## config.mk

```make
export PLATFORM = sky130hd
export DESIGN_NAME = i2f_conv
export DESIGN_NICKNAME = d
export VERILOG_FILES = /design/src/rtl/i2f_pkg.sv /design/src/rtl/i2f_signmag.sv /design/src/rtl/i2f_norm.sv /design/src/rtl/i2f_round.sv /design/src/rtl/i2f_conv.sv
export SDC_FILE = /design/constraint.sdc
export NUM_CORES = 1
export LEC_CHECK = 0
export BUFFER_PORTS_ARGS = -buffer_cell sky130_fd_sc_hd__buf_2
export CAP_MARGIN = 20
export CORE_MARGIN = 10
export CORE_UTILIZATION = 57
export DETAILED_ROUTE_END_ITERATION = 16
export PLACE_DENSITY = 0.8
export SLEW_MARGIN = 25
export SYNTH_ARGS = -nofsm -noshare
export SYNTH_HDL_FRONTEND = slang
export SYNTH_SLANG_ARGS = --single-unit
```

## constraint.sdc

```tcl
create_clock -name clk -period 1.3 [get_ports clk]
set_input_delay 0.26 -clock clk [delete_from_list [all_inputs] [get_ports clk]]
set_output_delay 0.26 -clock clk [all_outputs]
set_load 0.03 [all_outputs]
```

## src/rtl/i2f_pkg.sv

```systemverilog
package i2f_pkg;
  localparam int WORD_W   = 64;
  localparam int DBL_EXP  = 11;
  localparam int DBL_FRAC = 52;
  localparam int DBL_BIAS = 1023;
  localparam int DBL_PREC = DBL_FRAC + 1;
  localparam int SGL_PREC = 24;
  localparam int IDX_W    = $clog2(WORD_W);

  typedef enum logic [1:0] {
    RM_NEAR = 2'b00,
    RM_ZERO = 2'b01,
    RM_UP   = 2'b10,
    RM_DOWN = 2'b11
  } rnd_mode_e;

  localparam logic [4:0] CLS_POS_NORM = 5'b00100;
  localparam logic [4:0] CLS_NEG_NORM = 5'b01000;
  localparam logic [4:0] CLS_POS_ZERO = 5'b00010;
endpackage

```

## src/rtl/i2f_signmag.sv

```systemverilog
module i2f_signmag #(
  parameter int W = 64
) (
  input  logic [W-1:0] word,
  input  logic [1:0]   src_type,
  output logic         neg,
  output logic [W-1:0] mag
);
  localparam int HW = W / 2;

  logic [W-1:0] ext;

  always_comb begin
    // bit 1 of the type picks the width, bit 0 picks unsigned
    if (src_type[1]) begin
      ext = word;
      neg = ~src_type[0] & word[W-1];
    end else begin
      neg = ~src_type[0] & word[HW-1];
      ext = {{HW{neg}}, word[HW-1:0]};
    end
    mag = neg ? (~ext + W'(1)) : ext;
  end
endmodule

```

## src/rtl/i2f_norm.sv

```systemverilog
module i2f_norm #(
  parameter int W  = 64,
  parameter int IW = $clog2(W)
) (
  input  logic [W-1:0]  mag,
  output logic          is_zero,
  output logic [IW-1:0] lead_idx,
  output logic [W-1:0]  norm
);
  always_comb begin
    lead_idx = '0;
    for (int i = 0; i < W; i++) begin
      if (mag[i]) lead_idx = IW'(i);
    end
    is_zero = (mag == '0);
    norm    = mag << (IW'(W - 1) - lead_idx);
  end
endmodule

```

## src/rtl/i2f_round.sv

```systemverilog
module i2f_round
  import i2f_pkg::*;
#(
  parameter int W = 64,
  parameter int P = 53
) (
  input  logic [W-1:0] norm,
  input  logic         neg,
  input  logic [1:0]   mode,
  output logic [P-1:0] mant,
  output logic         carry,
  output logic         inexact,
  output logic         inc
);
  logic [P-1:0] keep;
  logic         guard;
  logic         sticky;
  logic [P:0]   sum;

  always_comb begin
    keep    = norm[W-1 -: P];
    guard   = norm[W-1-P];
    sticky  = |norm[W-2-P:0];
    inexact = guard | sticky;
    unique case (rnd_mode_e'(mode))
      RM_NEAR: inc = guard & (sticky | keep[0]);
      RM_ZERO: inc = 1'b0;
      RM_UP:   inc = inexact & ~neg;
      RM_DOWN: inc = inexact & neg;
      default: inc = 1'b0;
    endcase
    sum   = {1'b0, keep} + {{P{1'b0}}, inc};
    carry = sum[P];
    mant  = carry ? sum[P:1] : sum[P-1:0];
  end
endmodule

```

## src/rtl/i2f_conv.sv

```systemverilog
module i2f_conv
  import i2f_pkg::*;
(
  input  logic        clk,
  input  logic        rst_n,
  input  logic [63:0] src_word,
  input  logic [1:0]  src_type,
  input  logic        to_single,
  input  logic [1:0]  rnd_mode,
  output logic [63:0] res_bits,
  output logic [4:0]  res_class,
  output logic        inexact,
  output logic        frac_inc,
  output logic        flag_wr_en
);
  localparam int PAD_S = DBL_FRAC - (SGL_PREC - 1);

  logic                neg;
  logic [WORD_W-1:0]   mag;
  logic                is_zero;
  logic [IDX_W-1:0]    lead_idx;
  logic [WORD_W-1:0]   norm;
  logic [DBL_PREC-1:0] mant_d;
  logic [SGL_PREC-1:0] mant_s;
  logic                carry_d, carry_s, inx_d, inx_s, inc_d, inc_s;

  i2f_signmag #(.W(WORD_W)) u_sm (
    .word(src_word), .src_type(src_type), .neg(neg), .mag(mag)
  );

  i2f_norm #(.W(WORD_W), .IW(IDX_W)) u_norm (
    .mag(mag), .is_zero(is_zero), .lead_idx(lead_idx), .norm(norm)
  );

  i2f_round #(.W(WORD_W), .P(DBL_PREC)) u_rnd_d (
    .norm(norm), .neg(neg), .mode(rnd_mode), .mant(mant_d),
    .carry(carry_d), .inexact(inx_d), .inc(inc_d)
  );

  i2f_round #(.W(WORD_W), .P(SGL_PREC)) u_rnd_s (
    .norm(norm), .neg(neg), .mode(rnd_mode), .mant(mant_s),
    .carry(carry_s), .inexact(inx_s), .inc(inc_s)
  );

  logic [63:0]        bits_nx;
  logic [4:0]         cls_nx;
  logic               inx_nx, inc_nx, wen_nx;
  logic               carry_sel;
  logic [IDX_W:0]     exp_unb;
  logic [DBL_EXP-1:0] exp_enc;
  logic [DBL_FRAC-1:0] frac_sel;

  always_comb begin
    carry_sel = to_single ? carry_s : carry_d;
    exp_unb   = {1'b0, lead_idx} + {{IDX_W{1'b0}}, carry_sel};
    exp_enc   = DBL_EXP'(exp_unb) + DBL_EXP'(DBL_BIAS);
    frac_sel  = to_single ? {mant_s[SGL_PREC-2:0], {PAD_S{1'b0}}}
                          : mant_d[DBL_PREC-2:0];
    if (is_zero) begin
      bits_nx = '0;
      cls_nx  = CLS_POS_ZERO;
      inx_nx  = 1'b0;
      inc_nx  = 1'b0;
    end else begin
      bits_nx = {neg, exp_enc, frac_sel};
      cls_nx  = neg ? CLS_NEG_NORM : CLS_POS_NORM;
      inx_nx  = to_single ? inx_s : inx_d;
      inc_nx  = to_single ? inc_s : inc_d;
    end
    wen_nx = to_single | src_type[1];
  end

  always_ff @(posedge clk or negedge rst_n) begin
    if (!rst_n) begin
      res_bits   <= '0;
      res_class  <= '0;
      inexact    <= 1'b0;
      frac_inc   <= 1'b0;
      flag_wr_en <= 1'b0;
    end else begin
      res_bits   <= bits_nx;
      res_class  <= cls_nx;
      inexact    <= inx_nx;
      frac_inc   <= inc_nx;
      flag_wr_en <= wen_nx;
    end
  end
endmodule

```

==> results of run 1 <==
per-stage QoR:
stage	hold slack [ns]	area [µm²]	util [%]	setup WS (ns)	TNS, ns
floorplan	-0.0356	16300	-	-5.62	-354.44
global placement	0.152	23900	88.7	-6.02	-387.73
detailed placement	0.152	23900	88.7	-6.63	-421.73
cells in the mapped netlist (11+ instances only):
master     number
inv_1          28
nand2b_1       12
o211ai_1       57
a31oi_1        50
buf_2          88
nand2_1       220
xor2_1         43
a311oi_1       15
nor4_1         35
o211a_1        15
o22ai_1        35
o221ai_1       14
nor3b_1        11
buf_4          19
a221oi_1       16
xnor2_1        54
mux2_2         20
o31a_1         11
o21ai_1        17
and3_1         20
mux2i_1        41
and4_1         11
a22o_1         14
a21oi_1       143
nor2_1        236
nand4_1        30
o21a_1         17
a32oi_1        18
o21ai_0       123
o2111ai_1      13
a22oi_1        30
and2_1         29
nand3_1       103
or4_1          17
nor3_1        103
a211oi_1       50
clkbuf_1       67
o31ai_1        32
a221o_1        11
dfrtp_1        69
or3_1          32
o32ai_1        15
or2_2          21
kinds of logic after synthesis:
| family | share of synthesized area (%) |
|---|---|
| simple gates | 31.5 |
| compound gates | 40.4 |
| buf+inv | 6.89 |
| xor+xnor | 5.43 |
| flops | 11.0 |
| mux | 4.13 |
| fa+ha+maj | 0.560 |
| other cells | 0.0240 |
==> reports/qor.yml, run 1 <==
dp_hpwl_um: 75000
yosysSeqAreaShare_pct: 11.0
cts-buffers-inserted: 9
row_count: 60
initial_utilization_pct: 58.1
synth_area_per_cell_um2: 6.89
synth_ff_type: "dfrtp_1"
die_h_um: 186
cts_resized: 411
netlist_top_cells_area: "dfrtp_1, nor2_1, nand2_1, a21oi_1, o21ai_0"
stop_stage: "clock tree synthesis"
async_flop_share_pct: 100
place.gp.congestion: 1.33
htreeDepth: 3
tool.error: "[ERROR DPL-0038] Utilization greater than 100%, impossible to legalize"
yosysTopAreaCell: "dfrtp_1"
syn_area_um2: 15700
yosysWarnings: 0
synthCells: 2272
place_inst: 3541
yosysUniqueCellTypes: 128
synth_edf_count: 0
ios: 143
die_x_um: 186
outcome: "stopped before the end"
cts_buffer_depth: 2
holdBufCountCts: 1
root_buffer: "clkbuf_16"
io_buffer_count: 140
ys_ff_latch: 69
synth_top_area_share_pct: 11.0
post-cts-setup-buffer-count: 115
cts.sinks: 69
==> run 2: changes to the inputs <==
CORE_UTILIZATION = 40   (was 57)
PLACE_DENSITY = unset   (was 0.8)
PLACE_DENSITY_LB_ADDON = 0.15   (was unset)
==> reports/qor.yml, run 2 <==
place.gp.congestion: 1.07
cts.sinks: 69
grt_pass1_wl_um: 146000
vdd_drop_max_uv: 572
violations: "setup timing"
synth_area_per_cell_um2: 6.89
finalNonFillerCells: 3914
period_share_pct: 545
place_worst_setup_slack_ns: -6.41
setup_ws_ns: -5.78
core_um2: 38600
setup_viol: 68
outcome: "finished, violations left"
reg_top3: "res_bits x63, res_class x3"
row_count: 72
viasPerCell: 6.43
syn2layout_area_growth_pct: 74.6
max_clock_freq_mhz: 141
cts_tree: "done"
final_nets: 3471
clk_pin_slew_ns: 0.06
async_flop_share_pct: 100
cap_violations: 0
htreeDepth: 3
drive_gt1_share_pct: 50.0
final_cell_mix: "buf_4, nor2_1, nand2_1"
required_ns: 1.52
critPathLaunchType: "input port"
synthCells: 2272
stdcell_area_um2: 27300
p_per_area_nw_per_um2: 1130
root_buffer: "clkbuf_16"
dieArea_um2: 47400
dp_hpwl_um: 78000
crit_path_max_fanout: 12
cpPeakStageDelay_ns: 0.42
yosysSeqAreaShare_pct: 11.0
synth_edf_count: 0
cts_buffer_depth: 2
crit_path_end_kind: "flop"
hold_class: "in2reg"
netlist_top_cells_area: "dfrtp_1, nor2_1, nand2_1, a21oi_1, o21ai_0"
ios: 143
antennaDiodeCount: 0
period_needed_ns: 7.08
startpoint: "src_word[3]"
worst_slew_pin_slew_ns: 0.923
fillers: 3126
antenna_left: 0
drc: 0
ys_top_cells_by_count: "nor2_1, nand2_1, a21oi_1"
synth_top_area_share_pct: 11.0
initialDrtViolationCount: 3050
yosysWarnings: 0
largest_reg_flops: 63
cp_slowest_cell: "nor4_4"
yosysUniqueCellTypes: 128
final_common_cell: "buf_4"
rsz0062_at_grt: "yes"
io_buffer_count: 140
wire_per_inst_um: 25.1
track_usage_pct: 39.2
grt_pass1_vias: 24740
die_x_um: 218
initial_utilization_pct: 40.5
arrival_ns: 7.30
synth_ff_type: "dfrtp_1"
syn_area_um2: 15700
hold_violations: 0
drt_pass1_iterations: 8
slew_viol_final: 0
critPathKind: "in2reg"
place_area_um2: 24800
cpMostUsedCell: "buf_4"
ys_ff_latch: 69
finalWirelength_um: 98400
grt_max_degree: 70
vias: 25173
place_inst: 3801
cts-buffers-inserted: 9
synth_most_common_cell: "nor2_1"
overflow: 0
relSlewSlack_pct: 38.4
antenna_found_initial: 1
yosysTopAreaCell: "dfrtp_1"
hold_start: "to_single"
regMostFlops: "res_bits"
p_leak_nw: 11.9
die_h_um: 218
## run 2: cell counts after synthesis
No cell type changed its count.
## run 2: final timing paths
path / to / slack, ns / depth (start not counted)
max in group asynchronous: res_bits[34] / 0.52 / 3
setup / recovery: res_bits[57] / -5.78 / 32
min in group asynchronous: res_bits[55] / 0.46 / 3
hold / removal: inexact / 0.40 / 3
## run 2: stage by stage
stage	hold slack [ns]	util (%)	power, W	setup TNS [ns]
2_1_floorplan	-0.0356	-	0.0138	-354.44
3_3_place_gp	0.297	64.1	0.0253	-399.11
3_5_place_dp	0.305	64.1	0.0255	-407.26
4_1_cts	0.390	69.1	0.0293	-354.69
5_1_grt	0.401	70.7	0.0320	-381.45
6_report	0.402	70.7	0.0309	-367.28
## run 2: timing repair
item                                   4_1_cts  5_1_grt
pin swaps                                   92       62
hold buffers                                 1        0
setup endpoints to repair                   68       68
gates resized for setup                    212      100
gates cloned                                 6        0
endpoints found under the hold margin       69        0
buffers inserted                            70       25
## run 2: layer usage
metal / part of all wire [%] / wire length [µm] / vias up / track usage, %
li1: - / - / 11143 / -
met4: 8.7 / 8610 / 2 / 30.1
met3: 8.6 / 8460 / 511 / 7.45
met2: 46 / 45000 / 1666 / 64.6
met1: 37 / 36300 / 11851 / 44.2
met5: 0.0091 / 9 / - / 0
## run 2: power by group
part / internal [W] / switching, W / total (W)
logic: 0.0110 / 0.0146 / 0.0256
registers: 0.00272 / 0.000158 / 0.00287
clock network: 0.00146 / 0.000949 / 0.00241
total: 0.0152 / 0.0157 / 0.0309
## run 2: cell families after synthesis
group,Yosys count,synth area share (%)
AND/OR/NAND/NOR,953,31.5
AO/OA/AOI/OAI,862,40.4
buffers and inverters,221,6.89
XOR/XNOR,97,5.43
flip-flops,69,11.0
multiplexers,62,4.13
adder cells (fa/ha/maj),7,0.560
other,1,0.0240
## run 2: cell type report
| class | count | area (µm²) | area share [%] |
|---|---|---|---|
| inverter | 30 | 115 | 0.421 |
| clock inverter | 4 | 51.3 | 0.188 |
| clock buffer | 10 | 229 | 0.838 |
| sequential | 69 | 1730 | 6.32 |
| tap | 518 | 648 | 2.37 |
| multi-input combinational | 1984 | 14700 | 54.0 |
| timing repair buffer | 1299 | 9810 | 35.9 |
## run 2: worst max-delay path, delay by kind of cell
family	cells	cell delay (ns)
simple gates	8	1.99
buf+inv	7	1.16
fa+ha+maj	3	0.59
compound gates	12	3.09
xor+xnor	1	0.09
mux	1	0.07
Note: power is estimated with default switching activity, not from simulation.
